--- src/rtl/aic_pkg.sv ---
package aic_pkg;
   typedef enum logic [2:0] {
      ST_IDLE, ST_ADDR, ST_AACK, ST_WR, ST_WACK, ST_RD, ST_RACK
   } eng_state_e;
   localparam int RD_BYTES = 5;
   localparam logic [5:0] DEV_ADDR_HI = 6'b101101;
endpackage

--- src/rtl/i2c_line_sampler.sv ---
module i2c_line_sampler #(
   parameter int SYNC_STAGES = 2
) (
   input  logic clk,
   input  logic rst_n,
   input  logic scl_i,
   input  logic sda_i,
   output logic scl_s,
   output logic sda_s,
   output logic scl_rise,
   output logic scl_fall,
   output logic start_det,
   output logic stop_det
);
   logic [SYNC_STAGES-1:0] scl_sh, sda_sh;
   logic scl_p, sda_p;

   generate
      if (SYNC_STAGES < 2) begin : g_bad_sync
         $error("SYNC_STAGES must be at least 2");
      end
   endgenerate

   always_ff @(posedge clk or negedge rst_n) begin
      if (!rst_n) begin
         scl_sh <= '1;
         sda_sh <= '1;
         scl_p  <= 1'b1;
         sda_p  <= 1'b1;
      end else begin
         scl_sh <= {scl_sh[SYNC_STAGES-2:0], scl_i};
         sda_sh <= {sda_sh[SYNC_STAGES-2:0], sda_i};
         scl_p  <= scl_sh[SYNC_STAGES-1];
         sda_p  <= sda_sh[SYNC_STAGES-1];
      end
   end

   assign scl_s     = scl_sh[SYNC_STAGES-1];
   assign sda_s     = sda_sh[SYNC_STAGES-1];
   assign scl_rise  = scl_s & ~scl_p;
   assign scl_fall  = ~scl_s & scl_p;
   assign start_det = scl_s & scl_p & sda_p & ~sda_s;
   assign stop_det  = scl_s & scl_p & ~sda_p & sda_s;
endmodule

--- src/rtl/i2c_byte_engine.sv ---
module i2c_byte_engine
   import aic_pkg::*;
(
   input  logic       clk,
   input  logic       rst_n,
   input  logic       sda_s,
   input  logic       scl_rise,
   input  logic       scl_fall,
   input  logic       start_det,
   input  logic       stop_det,
   input  logic       addr_sel_i,
   input  logic [7:0] tx_byte,
   output logic       sda_oe,
   output logic       addr_rd_stb,
   output logic       rx_stb,
   output logic       rx_sub,
   output logic [7:0] rx_data,
   output logic       rd_ack_stb
);
   eng_state_e state;
   logic [3:0] cnt;
   logic [7:0] sh;
   logic       is_rd, first, mack;

   assign rx_data = sh;

   always_ff @(posedge clk or negedge rst_n) begin
      if (!rst_n) begin
         state       <= ST_IDLE;
         cnt         <= '0;
         sh          <= '0;
         is_rd       <= 1'b0;
         first       <= 1'b0;
         mack        <= 1'b0;
         sda_oe      <= 1'b0;
         addr_rd_stb <= 1'b0;
         rx_stb      <= 1'b0;
         rx_sub      <= 1'b0;
         rd_ack_stb  <= 1'b0;
      end else begin
         addr_rd_stb <= 1'b0;
         rx_stb      <= 1'b0;
         rd_ack_stb  <= 1'b0;
         if (start_det) begin
            state  <= ST_ADDR;
            cnt    <= '0;
            sda_oe <= 1'b0;
         end else if (stop_det) begin
            state  <= ST_IDLE;
            sda_oe <= 1'b0;
         end else begin
            unique case (state)
               ST_ADDR, ST_WR: begin
                  if (scl_rise && cnt < 4'd8) begin
                     sh  <= {sh[6:0], sda_s};
                     cnt <= cnt + 4'd1;
                  end
                  if (scl_fall && cnt == 4'd8) begin
                     if (state == ST_ADDR) begin
                        if (sh[7:1] == {DEV_ADDR_HI, addr_sel_i}) begin
                           sda_oe      <= 1'b1;
                           is_rd       <= sh[0];
                           first       <= 1'b1;
                           addr_rd_stb <= sh[0];
                           state       <= ST_AACK;
                        end else begin
                           state <= ST_IDLE;
                        end
                     end else begin
                        sda_oe <= 1'b1;
                        rx_stb <= 1'b1;
                        rx_sub <= first;
                        first  <= 1'b0;
                        state  <= ST_WACK;
                     end
                  end
               end
               ST_AACK: begin
                  if (scl_fall) begin
                     if (is_rd) begin
                        sh     <= tx_byte;
                        sda_oe <= ~tx_byte[7];
                        cnt    <= 4'd1;
                        state  <= ST_RD;
                     end else begin
                        sda_oe <= 1'b0;
                        cnt    <= '0;
                        state  <= ST_WR;
                     end
                  end
               end
               ST_WACK: begin
                  if (scl_fall) begin
                     sda_oe <= 1'b0;
                     cnt    <= '0;
                     state  <= ST_WR;
                  end
               end
               ST_RD: begin
                  if (scl_fall) begin
                     if (cnt == 4'd8) begin
                        sda_oe <= 1'b0;
                        state  <= ST_RACK;
                     end else begin
                        sh     <= {sh[6:0], 1'b0};
                        sda_oe <= ~sh[6];
                        cnt    <= cnt + 4'd1;
                     end
                  end
               end
               ST_RACK: begin
                  if (scl_rise) begin
                     rd_ack_stb <= 1'b1;
                     mack       <= ~sda_s;
                  end
                  if (scl_fall) begin
                     if (mack) begin
                        sh     <= tx_byte;
                        sda_oe <= ~tx_byte[7];
                        cnt    <= 4'd1;
                        state  <= ST_RD;
                     end else begin
                        state <= ST_IDLE;
                     end
                  end
               end
               default: ;
            endcase
         end
      end
   end
endmodule

--- src/rtl/autoinc_reg_bank.sv ---
module autoinc_reg_bank
   import aic_pkg::*;
#(
   parameter int NREG = 5,
   parameter int AUXW = 11,
   parameter logic [NREG*8-1:0] REG_RST = 40'h14_50_00_03_02
) (
   input  logic            clk,
   input  logic            rst_n,
   input  logic            rx_stb,
   input  logic            rx_sub,
   input  logic [7:0]      rx_data,
   input  logic            addr_rd_stb,
   input  logic            rd_ack_stb,
   input  logic [5:0]      stat1_i,
   input  logic [7:0]      err_cnt_i,
   input  logic            aux_stb_i,
   input  logic [AUXW-1:0] aux_i,
   input  logic [7:0]      stat2_i,
   input  logic            cfg_chg_i,
   output logic [NREG*8-1:0] cfg_o,
   output logic [7:0]      tx_byte,
   output logic            por_flag,
   output logic            ovw_flag
);
   localparam int RPW = $clog2(RD_BYTES);
   localparam int AUX_HI = AUXW - 8;

   logic [7:0]      regs_q [NREG];
   logic [7:0]      sub_q;
   logic [RPW-1:0]  rd_ptr;
   logic            cfg_n_q, newd_q;
   logic [AUXW-1:0] aux_q;
   logic            clr_s1, clr_aux;

   generate
      if (NREG < 2 || NREG > 255) begin : g_bad_nreg
         $error("NREG out of range");
      end
      if (AUXW < 9 || AUXW > 13) begin : g_bad_auxw
         $error("AUXW must be 9 to 13");
      end
      for (genvar g = 0; g < NREG; g++) begin : g_out
         assign cfg_o[g*8 +: 8] = regs_q[g];
      end
   endgenerate

   assign clr_s1  = rd_ack_stb && (rd_ptr == RPW'(0));
   assign clr_aux = rd_ack_stb && (rd_ptr == RPW'(3));

   always_ff @(posedge clk or negedge rst_n) begin
      if (!rst_n) begin
         for (int i = 0; i < NREG; i++) regs_q[i] <= REG_RST[i*8 +: 8];
         sub_q <= '0;
      end else if (rx_stb) begin
         if (rx_sub) begin
            sub_q <= rx_data;
         end else if (int'(sub_q) < NREG) begin
            regs_q[sub_q] <= rx_data;
            sub_q <= (sub_q == 8'(NREG-1)) ? 8'd0 : sub_q + 8'd1;
         end
      end
   end

   always_ff @(posedge clk or negedge rst_n) begin
      if (!rst_n) begin
         rd_ptr   <= '0;
         por_flag <= 1'b1;
         cfg_n_q  <= 1'b1;
         newd_q   <= 1'b0;
         ovw_flag <= 1'b0;
         aux_q    <= '0;
      end else begin
         if (addr_rd_stb) rd_ptr <= '0;
         else if (rd_ack_stb)
            rd_ptr <= (rd_ptr == RPW'(RD_BYTES-1)) ? '0 : rd_ptr + RPW'(1);
         if (clr_s1) por_flag <= 1'b0;
         if (cfg_chg_i) cfg_n_q <= 1'b0;
         else if (clr_s1) cfg_n_q <= 1'b1;
         if (aux_stb_i) begin
            aux_q    <= aux_i;
            newd_q   <= 1'b1;
            ovw_flag <= clr_aux ? 1'b0 : (ovw_flag | newd_q);
         end else if (clr_aux) begin
            newd_q   <= 1'b0;
            ovw_flag <= 1'b0;
         end
      end
   end

   always_comb begin
      case (rd_ptr)
         RPW'(0): tx_byte = {por_flag, stat1_i, cfg_n_q};
         RPW'(1): tx_byte = err_cnt_i;
         RPW'(2): tx_byte = aux_q[7:0];
         RPW'(3): tx_byte = {ovw_flag, newd_q, {(6-AUX_HI){1'b0}}, aux_q[AUXW-1:8]};
         default: tx_byte = stat2_i;
      endcase
   end
endmodule

--- src/rtl/autoinc_i2c_regs.sv ---
module autoinc_i2c_regs
   import aic_pkg::*;
#(
   parameter int NREG = 5,
   parameter int AUXW = 11,
   parameter int SYNC_STAGES = 2,
   parameter logic [NREG*8-1:0] REG_RST = 40'h14_50_00_03_02
) (
   input  logic              clk,
   input  logic              rst_n,
   input  logic              scl_i,
   input  logic              sda_i,
   output logic              sda_oe_o,
   input  logic              addr_sel_i,
   output logic [NREG*8-1:0] cfg_o,
   input  logic [5:0]        stat1_i,
   input  logic [7:0]        err_cnt_i,
   input  logic              aux_stb_i,
   input  logic [AUXW-1:0]   aux_i,
   input  logic [7:0]        stat2_i,
   input  logic              cfg_chg_i
);
   logic scl_s, sda_s, scl_rise, scl_fall, start_det, stop_det;
   logic addr_rd_stb, rx_stb, rx_sub, rd_ack_stb, por_flag, ovw_flag;
   logic [7:0] rx_data, tx_byte;

   i2c_line_sampler #(.SYNC_STAGES(SYNC_STAGES)) u_smp (
      .clk(clk), .rst_n(rst_n), .scl_i(scl_i), .sda_i(sda_i),
      .scl_s(scl_s), .sda_s(sda_s), .scl_rise(scl_rise), .scl_fall(scl_fall),
      .start_det(start_det), .stop_det(stop_det));

   i2c_byte_engine u_eng (
      .clk(clk), .rst_n(rst_n), .sda_s(sda_s), .scl_rise(scl_rise),
      .scl_fall(scl_fall), .start_det(start_det), .stop_det(stop_det),
      .addr_sel_i(addr_sel_i), .tx_byte(tx_byte), .sda_oe(sda_oe_o),
      .addr_rd_stb(addr_rd_stb), .rx_stb(rx_stb), .rx_sub(rx_sub),
      .rx_data(rx_data), .rd_ack_stb(rd_ack_stb));

   autoinc_reg_bank #(.NREG(NREG), .AUXW(AUXW), .REG_RST(REG_RST)) u_bank (
      .clk(clk), .rst_n(rst_n), .rx_stb(rx_stb), .rx_sub(rx_sub),
      .rx_data(rx_data), .addr_rd_stb(addr_rd_stb), .rd_ack_stb(rd_ack_stb),
      .stat1_i(stat1_i), .err_cnt_i(err_cnt_i), .aux_stb_i(aux_stb_i),
      .aux_i(aux_i), .stat2_i(stat2_i), .cfg_chg_i(cfg_chg_i),
      .cfg_o(cfg_o), .tx_byte(tx_byte), .por_flag(por_flag), .ovw_flag(ovw_flag));
endmodule

--- config.mk ---
export PLATFORM = sky130hd
export DESIGN_NAME = autoinc_i2c_regs
export DESIGN_NICKNAME = d
export VERILOG_FILES = /design/src/rtl/aic_pkg.sv /design/src/rtl/i2c_line_sampler.sv /design/src/rtl/i2c_byte_engine.sv /design/src/rtl/autoinc_reg_bank.sv /design/src/rtl/autoinc_i2c_regs.sv
export SDC_FILE = /design/constraint.sdc
export NUM_CORES = 1
export LEC_CHECK = 0
export BUFFER_PORTS_ARGS = -buffer_cell sky130_fd_sc_hd__buf_2
export CORE_MARGIN = 2
export CORE_UTILIZATION = 46
export DETAILED_ROUTE_END_ITERATION = 16
export PLACE_DENSITY = 0.81
export SKIP_CTS_REPAIR_TIMING = 1
export SYNTH_ARGS = -nofsm -noshare
export SYNTH_HDL_FRONTEND = slang
export SYNTH_HIERARCHICAL = 1
export SYNTH_SLANG_ARGS = --single-unit
--- constraint.sdc ---
create_clock -name clk -period 2.2 [get_ports clk]
set_input_delay 0.66 -clock clk [delete_from_list [all_inputs] [get_ports clk]]
set_output_delay 0.66 -clock clk [all_outputs]
set_load 0.03 [all_outputs]
Yosys cells after proc, flatten, opt, wreduce, memory -nomap -nowiden
Cells that the tools add are included.
- magnitude comparators: 4
- reductions and logical operators: 24
- equality and inequality tests: 37
- muxes and demuxes: 77
- add/subtract/negate cells: 3
- bitwise operators: 19
- operator list (cell ; number):
    two-way mux 8 bit ; 11
    case mux 8 bit (4 select lines) ; 2
    two-way mux 3 bit ; 14
    bitwise mux 40 bit ; 1
    two-way mux 4 bit ; 9
    two-way mux 1 bit ; 35
    inequality test 4 x 3 -> 1 bit, second input constant ; 7
    demux 8 bit (select 3 bit) ; 1
    case mux 4 bit (5 select lines) ; 1
    inequality test 3 x 2 -> 1 bit, second input constant ; 6
    case mux 3 bit (5 select lines) ; 1
    == test 3 x 2 -> 1 bit, second input constant ; 4
    == test 3 bit, second input constant ; 4
    inequality test 2 x 1 -> 1 bit, second input constant ; 6
    inverter 1 bit ; 10
    AND reduction 10 bit ; 1
    AND reduction 5 bit ; 2
    greater-or-equal comparator 9 x 4 -> 1 bit, second input constant ; 1
    < comparator 9 x 1 -> 1 bit, second input constant ; 1
    inverter 8 -> 9 bit ; 1
    AND reduction 9 bit ; 1
    adder 8 x 1 -> 8 bit, second input constant ; 1
    == test 8 x 3 -> 1 bit, second input constant ; 1
    < comparator 8 x 3 -> 1 bit, second input constant ; 1
    other kinds (26) ; 42
- logic and storage cells: 191
- bits in registers: 95
- output and inout bits: 41
- input port bits: 40

Longest topological paths before layout
Gate-level depths: netlist of the first run.
- depth in word-level cells: 8
- gate-level depth with buffers: 10
- mapped depth without buffers: 8

Modules after synthesis
Netlist of the first run, hierarchy kept.
- by module, submodules not included (module ; times used ; area an instance (µm²) ; seq. area each (µm²) ; cells each):
    autoinc_reg_bank ; 1 ; 3076.7 ; 1662.8 ; 224
    i2c_byte_engine ; 1 ; 1456.4 ; 575.6 ; 152
    i2c_line_sampler ; 1 ; 190.2 ; 157.7 ; 10

Least setup slack after synthesis of the first run
Ideal clock, no wire load.
- path kind: register to register
- start: reg u_bank.rd_ptr[0]
- end: reg u_eng.sh[0] (netlist: u_eng/rx_data[0])
- clock period less this slack: 2.267 ns
- buffers on the path: 1
- path slack: -0.067 ns
- required time: 2.075 ns
- cell stages (with the launch flop): 10
- arrival: 2.142 ns
- setup time: 0.125 ns
- path through: dfrtp_1 > inv_1 > ha_1 > clkbuf_1 > nor3_1 > o21bai_1 > mux2_2 > o22ai_1 > nor2_1 > mux2_4
- word-level cells in the longest chain between the ends: 5
- elaborated cells on any way between the ends: 10
- classes of those cells: eq/ne: 3; mux: 6; reduce/logical: 1
- ends and longest elaborated chain (item ; line ; source):
    start, declared ; autoinc_reg_bank.sv:31 ; logic [RPW-1:0] rd_ptr;
    start signal, assigned ; autoinc_reg_bank.sv:76 ; rd_ptr <= (rd_ptr == RPW'(RD_BYTES-1)) ? '0 : rd_ptr + RPW'(1);
    == test 3 x 2 -> 1 bit, or another cell as far along ; autoinc_reg_bank.sv:92 ; case (rd_ptr)
    case mux 8 bit (4 select lines) (*) ; autoinc_reg_bank.sv:92 ;
    named net tx_byte[0] ; autoinc_i2c_regs.sv:25 ; logic [7:0] rx_data, tx_byte;
    two-way mux 8 bit, on equally long branches ; i2c_byte_engine.sv:117, i2c_byte_engine.sv:80 ;
    two-way mux 8 bit, on equally long branches ; i2c_byte_engine.sv:116, i2c_byte_engine.sv:79 ;
    case mux 8 bit (4 select lines) (*) ; i2c_byte_engine.sv:52 ; unique case (state)
    end signal, assigned ; i2c_byte_engine.sv:55 ; sh <= {sh[6:0], sda_s};
    end signal, assigned ; i2c_byte_engine.sv:81 ; sh <= tx_byte;
    end signal, assigned ; i2c_byte_engine.sv:118 ; sh <= tx_byte;
    end, declared ; i2c_byte_engine.sv:22 ; logic [7:0] sh;
Mark *: on every way through the listed nets, which the timed path passes. The rest lies on a longest branch. The select of a mux whose other input is x is not followed.
A chain may end at the register's enable or synchronous reset.

Final worst setup path of the first run
- start: reg u_bank.rd_ptr[1]
- end: reg u_eng.sda_oe
- word-level cells in the longest chain between the ends: 8
- elaborated cells on any way between the ends: 13
- classes of those cells: eq/ne: 3; mux: 8; bitwise: 1; reduce/logical: 1
- ends and longest elaborated chain (item ; line ; source):
    == test 3 x 2 -> 1 bit, or another cell as far along ; autoinc_reg_bank.sv:92 ;
    case mux 8 bit (4 select lines) (*) ; autoinc_reg_bank.sv:92 ;
    named net tx_byte[7] ; autoinc_i2c_regs.sv:25 ;
    inverter 1 bit (*) ; i2c_byte_engine.sv:82, i2c_byte_engine.sv:119 ;
    two-way mux 1 bit, on equally long branches ; i2c_byte_engine.sv:117, i2c_byte_engine.sv:80 ;
    two-way mux 1 bit, on equally long branches ; i2c_byte_engine.sv:116, i2c_byte_engine.sv:79 ;
    case mux 1 bit (5 select lines) (*) ; i2c_byte_engine.sv:52 ;
    two-way mux 1 bit (*) ; i2c_byte_engine.sv:48 ; end else if (stop_det) begin
    two-way mux 1 bit (*) ; i2c_byte_engine.sv:44 ; if (start_det) begin
    end signal, assigned ; i2c_byte_engine.sv:82 ; sda_oe <= ~tx_byte[7];
    end signal, assigned ; i2c_byte_engine.sv:106 ; sda_oe <= ~sh[6];
    end signal, assigned ; i2c_byte_engine.sv:119 ; sda_oe <= ~tx_byte[7];
    end, declared ; i2c_byte_engine.sv:13 ; output logic sda_oe,
Marked as above.

==> impl_metrics.csv, run 1 <==
group,metric,value,unit
run_status,outcome,"finished clean",
power_and_ir_drop,power_frac_seq,0.403,
sta,fmax,457.7,MHz
floorplan,pin_count,81,
sta,post-route-period-util,0.9931,
synthesis,yosysTopAreaCell,"dfrtp_1",
power_and_ir_drop,ir_drop,0.4951,mV
floorplan,dieArea,11090,um^2
finish,fin_util,0.5709,
sta,period_needed,2.185,ns
route,dr_wl_met2,5142,um
global_route,grtUsageTotal,0.1992,
critical_path,path_depth,9,
route,wl_met3,627,um
synthesis,yosysUniqueCellTypes,60,
finish,n_antenna_cell,0,
synthesis,yosys-mux-area-fraction,0.1921,
critical_path,crit_path_end_kind,"register",
synthesis,synth-seq-cells,95,
sta,setup_viol,0,
finish,final_layout_size_suffix_gt1_frac,0.4776,
cts,clk_pin_slew,0.09,ns
synthesis,synth_xor_area_frac,0.001854,
critical_path,max_stage_delay,0.42,ns
global_route,grt_max_degree,36,
route,routed_wl,10740,um
job,drv_cap,0,
cts,cts_tree,"done",
cts,insertion_delay,0.37,ns
critical_path,reg2reg_depth,9,
finish,nFillCells,814,
synthesis,syn_area,4723,um^2
critical_path,crit_chain,"inv_1, ha_4, nor3_1, o21bai_2, buf_4, mux2_2, o21ai_0, o211ai_1, mux2i_1",
cts,cts_root_buffer,"clkbuf_8",
critical_path,crit_fanout,9,
synthesis,synth_fa_ha_area_frac,0.02384,
route,ant_nets,0,
critical_path,critPathArrivalTime,2.47,ns
synthesis,netlist.area_leader.share,0.4238,
critical_path,endpoint,"u_eng/sda_oe",
route,vias_per_cell,5.587,
synthesis,async_reset_ff_frac,1.000,
critical_path,crit_path_start,"u_bank/rd_ptr[1]",
finish,area_growth,19.23,%
finish,num-nets-final,534,
sta,maxSlewViolCount,0,
critical_path,crit_slowest_cell,"dfrtp_2",
cts,cts_buffers,9,
critical_path,critPathBufInv,2,
sta,relSlewSlack,0.6660,
synthesis,synth_ff_type,"dfrtp_1",
global_route,grt_first_pass_wirelength,17600,um
sta,finalHoldViolCount,0,
critical_path,r2r-start,"u_bank/rd_ptr[1]",
floorplan,die_y,105.3,um
power_and_ir_drop,power.internal,0.003413,W
critical_path,start_kind,"register",
critical_path,crit_family,"multiplexers",
placed_design,portBuffers,80,
route,wl_per_cell,17.24,um
route,via_count,3481,
floorplan,die_w,105.3,um
critical_path,critPathKind,"register to register",
cts,cts.sink_count,95,
sta,skew,0.01427,ns
power_and_ir_drop,p_switching,0.002101,W
placed_design,place_hpwl,7974,um
power_and_ir_drop,p_sw_frac,0.3810,
cts,htree_levels,3,
floorplan,floorplan.rows,36,
synthesis,synth_compound_area_frac,0.1023,
synthesis,syn_inst,386,
synthesis,synth_top_family_by_area,"multiplexers",
route,top_layer_used,"met4",
finish,multi_input_area,2193,um^2
worst_hold_path,hold_class,"input pin to async pin",
floorplan,core,9864,um^2
synthesis,syn_avg_cell_area,12.24,um^2
power_and_ir_drop,total_power,0.005514,W
synthesis,synth_area_leaders,"dfrtp_1, mux2_2, dfstp_2",
critical_path,rrSetupSlack,0.02,ns
critical_path,worstReg2RegEnd,"u_eng/sda_oe",
synthesis,synth-seq-area-share,0.5073,
power_and_ir_drop,p_leak,2.736,nW
placed_design,globalplace.congestion,0.9679,
route,wl_met1,4770,um
global_route,overflow,0,
power_and_ir_drop,p_per_area,979.1,nW/um^2
synthesis,synth-simple-area-share,0.1351,
power_and_ir_drop,comb_power_share,0.399,
finish,ff_latch_area,2399,um^2
power_and_ir_drop,power_frac_clock,0.197,
global_route,antenna_found_initial,0,
synthesis,yosys_warnings,6,
route,drtIter0Drc,358,
synthesis,synth.most_common_cell,"dfrtp_1",
sta,tightest_slew,0.5010,ns
floorplan,initial_core_util,0.4788,
synthesis,syn-num-nets,435,
critical_path,worstPathRequired,2.49,ns
route,drc,0,
cts,cts_buffer_depth,2,
synthesis,synth_edf_count,0,
synthesis,synth_common_cells,"dfrtp_1, mux2_2, nand2_1",
route,detail_route.first_pass.iterations,5,
global_route,grt_pass1_vias,3452,
-- state kept, by name, summed over array words and instances, names as in the netlist, 2 cells and up --
name and cells:
u_smp/sda_sh 2, u_eng/rx_data 8, u_smp/scl_sh 2, u_eng/cnt 4, u_eng/state 3, u_bank/aux_q 11, u_bank/sub_q 8, u_bank/cfg_o 40
u_bank/rd_ptr 3
-- cells by family (layout without fill, tap and decap cells) --
family / Yosys count / count (layout)
AO/OA/AOI/OAI: 66 / 66
XOR/XNOR: 1 / 1
adder cells (fa/ha/maj): 9 / 9
buffers and inverters: 35 / 139
flip-flops: 95 / 95
multiplexers: 76 / 76
AND/OR/NAND/NOR: 104 / 104
-- metrics by stage --
stage	setup TNS (ns)	cell area, um^2	setup slack, ns	hold WS, ns	instances
floorplan	0	4727	0.04785	0.3452	386
global placement	0	5403	0.1545	0.3456	607
detailed placement	-0.006583	5403	-0.006583	0.3475	607
CTS	-0.02051	5589	-0.02051	0.2367	623
global route	-0.03529	5632	-0.03529	0.2489	623
finish	0	5632	0.01519	0.2348	623
-- cells in the final DEF, fill, tap and decap left out, drive strengths merged, types with 6 or more instances in the layout --
master,n
mux2,69
inv,21
dfrtp,80
nand3,6
dfstp,15
a222oi,8
nor2,15
nand2b,7
o21ai,13
a21oi,13
buf,106
mux2i,7
ha,9
nand2,42
clkbuf,9
-- metal layers --
layer | vias to the layer above | GRT usage
li1 | 1602 | -
met3 | 19 | 0.03030
met2 | 127 | 0.3175
met1 | 1733 | 0.2769
met4 | 0 | 0.07048
met5 | - | 0
-- power by group through the flow --
stage	registers, W	clock network, W	logic [W]
global placement	0.00222	0	0.00201
finish	0.00222	0.00109	0.00220
detailed placement	0.00223	0	0.00211
CTS	0.00220	0.00113	0.00211
floorplan	0.00219	0	0.00145
global route	0.00225	0.00122	0.00238
-- layout make-up --
class | count | area share
clock buffer | 9 | 0.02200
clock inverter | 7 | 0.01111
inverter | 17 | 0.01133
multi-input combinational | 256 | 0.3895
sequential | 95 | 0.4259
tap | 133 | 0.02955
timing repair buffer | 106 | 0.1106
-- worst min path at each step --
stage / slack (ns) / end / startpoint / depth (start not counted)
global placement: 0.35 / u_smp/sda_sh[1] / u_smp/sda_sh[0] / 0
global route: 0.25 / u_bank/cfg_o[35] / rst_n / 1
finish: 0.23 / u_bank/cfg_o[35] / rst_n / 1
detailed placement: 0.35 / u_smp/scl_sh[1] / u_smp/scl_sh[0] / 0
floorplan: 0.35 / u_smp/scl_sh[1] / u_smp/scl_sh[0] / 0
CTS: 0.24 / u_bank/cfg_o[35] / rst_n / 1
(Power assumes the default switching activity.)
==> run 2, diff against run 1 <==
--- a/config.mk
+++ b/config.mk
@@ -9,9 +9,11 @@
 export CORE_MARGIN = 2
 export CORE_UTILIZATION = 46
 export DETAILED_ROUTE_END_ITERATION = 16
-export PLACE_DENSITY = 0.81
+export PLACE_DENSITY = 0.7
 export SKIP_CTS_REPAIR_TIMING = 1
+export SLEW_MARGIN = 20
 export SYNTH_ARGS = -nofsm -noshare
 export SYNTH_HDL_FRONTEND = slang
 export SYNTH_HIERARCHICAL = 1
 export SYNTH_SLANG_ARGS = --single-unit
+export TNS_END_PERCENT = 50
==> impl_metrics.csv, run 2 (same netlist as run 1, synthesis figures left out) <==
group,metric,value,unit
run_status,outcome,"finished clean",
sta,tns,0,ns
finish,largest_reg_flops,40,
finish,final_common_cell,"dfrtp_1",
worst_hold_path,hold_class,"input pin to async pin",
power_and_ir_drop,power_frac_seq,0.402,
finish,area_growth,19.34,%
placed_design,place_hpwl,7641,um
route,via_count,3411,
route,ant_nets,0,
global_route,grt_max_degree,37,
power_and_ir_drop,p_per_area,1015,nW/um^2
sta,relSlewSlack,0.6743,
critical_path,crit_path_end_kind,"register",
sta,rsz0062_at_grt,"no",
job,drv_cap,0,
power_and_ir_drop,p_leak,2.763,nW
power_and_ir_drop,p_switching,0.002031,W
power_and_ir_drop,power_frac_clock,0.243,
route,drtIter0Drc,198,
cts,cts.sink_count,95,
finish,fin_cells,623,
placed_design,place_area,5390,um^2
finish,num-nets-final,534,
floorplan,dieArea,11090,um^2
critical_path,critPathKind,"register to register",
placed_design,globalplace.congestion,0.9098,
finish,final_cell_mix,"dfrtp_1, buf_2, mux2_2",
cts,cts_tree,"done",
critical_path,start_kind,"register",
cts,cts_root_buffer,"clkbuf_8",
power_and_ir_drop,power.internal,0.003692,W
cts,htree_levels,3,
power_and_ir_drop,p_sw_frac,0.3549,
critical_path,crit_fanout,6,
finish,nFillCells,811,
route,routed_wl,10630,um
placed_design,portBuffers,80,
cts,cts_buffers,9,
route,detail_route.first_pass.iterations,5,
global_route,grt_first_pass_wirelength,17640,um
critical_path,worstPathRequired,2.45,ns
global_route,overflow,0,
route,drc,0,
floorplan,initial_core_util,0.4788,
placed_design,dpl_worst_slack,0.1040,ns
sta,fmax,481.6,MHz
floorplan,pin_count,81,
cts,clk_pin_slew,0.09,ns
power_and_ir_drop,ir_drop,0.4896,mV
sta,tightest_slew,0.4885,ns
global_route,grt_pass1_vias,3511,
floorplan,die_y,105.3,um
sta,worst_slack,0.1235,ns
global_route,grtUsageTotal,0.2011,
sta,setup_viol,0,
sta,period_needed,2.076,ns
sta,maxSlewViolCount,0,
sta,skew,0.01045,ns
power_and_ir_drop,comb_power_share,0.355,
critical_path,critPathArrivalTime,2.33,ns
global_route,antenna_found_initial,0,
critical_path,rrSetupSlack,0.12,ns
floorplan,core,9864,um^2
finish,final_layout_size_suffix_gt1_frac,0.4633,
cts,insertion_delay,0.36,ns
sta,finalHoldViolCount,0,
route,vias_per_cell,5.475,
finish,fin_util,0.5714,
finish,finalInstanceArea,5637,um^2
finish,n_antenna_cell,0,
route,wl_per_cell,17.06,um
cts,cts_buffer_depth,2,
floorplan,die_w,105.3,um
sta,post-route-period-util,0.9439,
placed_design,placed_cells,607,
floorplan,floorplan.rows,36,
-- run 2: changes by cell type in the layout (fill, tap and decap cells not counted), moves of 2 or more --
cell        previous run  this run
clkinv_4               0         2
clkinvlp_4             2         0
bufinv_16              0         3
ha_1                   5         8
ha_4                   3         0
dfrtp_2                2         0
dfrtp_1               78        80
inv_8                  3         0
-- run 2: area by class of cell --
type                    count  area, um^2  area share
inverters                  17       63.81     0.01132
clock inverters             6       116.4     0.02064
flip-flops and latches     95        2396      0.4251
repair buffers            106       610.6      0.1083
well taps                 133       166.4     0.02952
clock buffers              10       127.6     0.02264
multi-input cells         256        2156      0.3825
-- run 2: power by group through the flow --
stage                     combinational [W]  clock, W  sequential, W
after floorplan                     0.00145         0        0.00219
after global placement              0.00195         0        0.00232
after detailed placement            0.00201         0        0.00233
after CTS                           0.00202   0.00142        0.00229
after global routing                0.00223   0.00149        0.00233
final                               0.00203   0.00139        0.00230
-- run 2: stage by stage --
| step | hold WS, ns | power, W |
|---|---|---|
| after floorplan | 0.3452 | 0.003642 |
| after global placement | 0.3457 | 0.004268 |
| after detailed placement | 0.3491 | 0.004333 |
| after CTS | 0.2598 | 0.005735 |
| after global routing | 0.2758 | 0.006050 |
| final | 0.2523 | 0.005723 |
-- run 2: worst paths after layout --
| kind | to | start | depth (start not counted) |
|---|---|---|---|
| min in group clk | u_smp/sda_sh[1] | u_smp/sda_sh[0] | 0 |
| worst min register to register | u_smp/sda_sh[1] | u_smp/sda_sh[0] | 0 |
| max in group asynchronous | u_smp/scl_sh[0] | rst_n | 2 |
| worst max register to register | u_eng/rx_data[6] | u_bank/rd_ptr[0] | 9 |
| worst max-delay path | u_eng/rx_data[6] | u_bank/rd_ptr[0] | 9 |
| worst min-delay path | u_eng/cnt[1] | rst_n | 1 |
-- run 2: worst max-delay path, stage by stage, from the launching register on --
cell and delay, ns:
dfrtp_1 0.41, inv_1 0.09, ha_1 0.25, buf_4 0.17
a222oi_1 0.32, o21ai_0 0.11, mux2_2 0.27, nand2_1 0.05
nand2_1 0.04, mux2_4 0.26
-- run 2: metal layers --
metal | vias to the layer above | GRT usage | part of all wire
met2 | 78 | 0.3359 | 0.49
li1 | 1600 | - | -
met4 | 0 | 0.06476 | 0.011
met3 | 15 | 0.03834 | 0.044
met5 | - | 0 | 0
met1 | 1718 | 0.2638 | 0.45
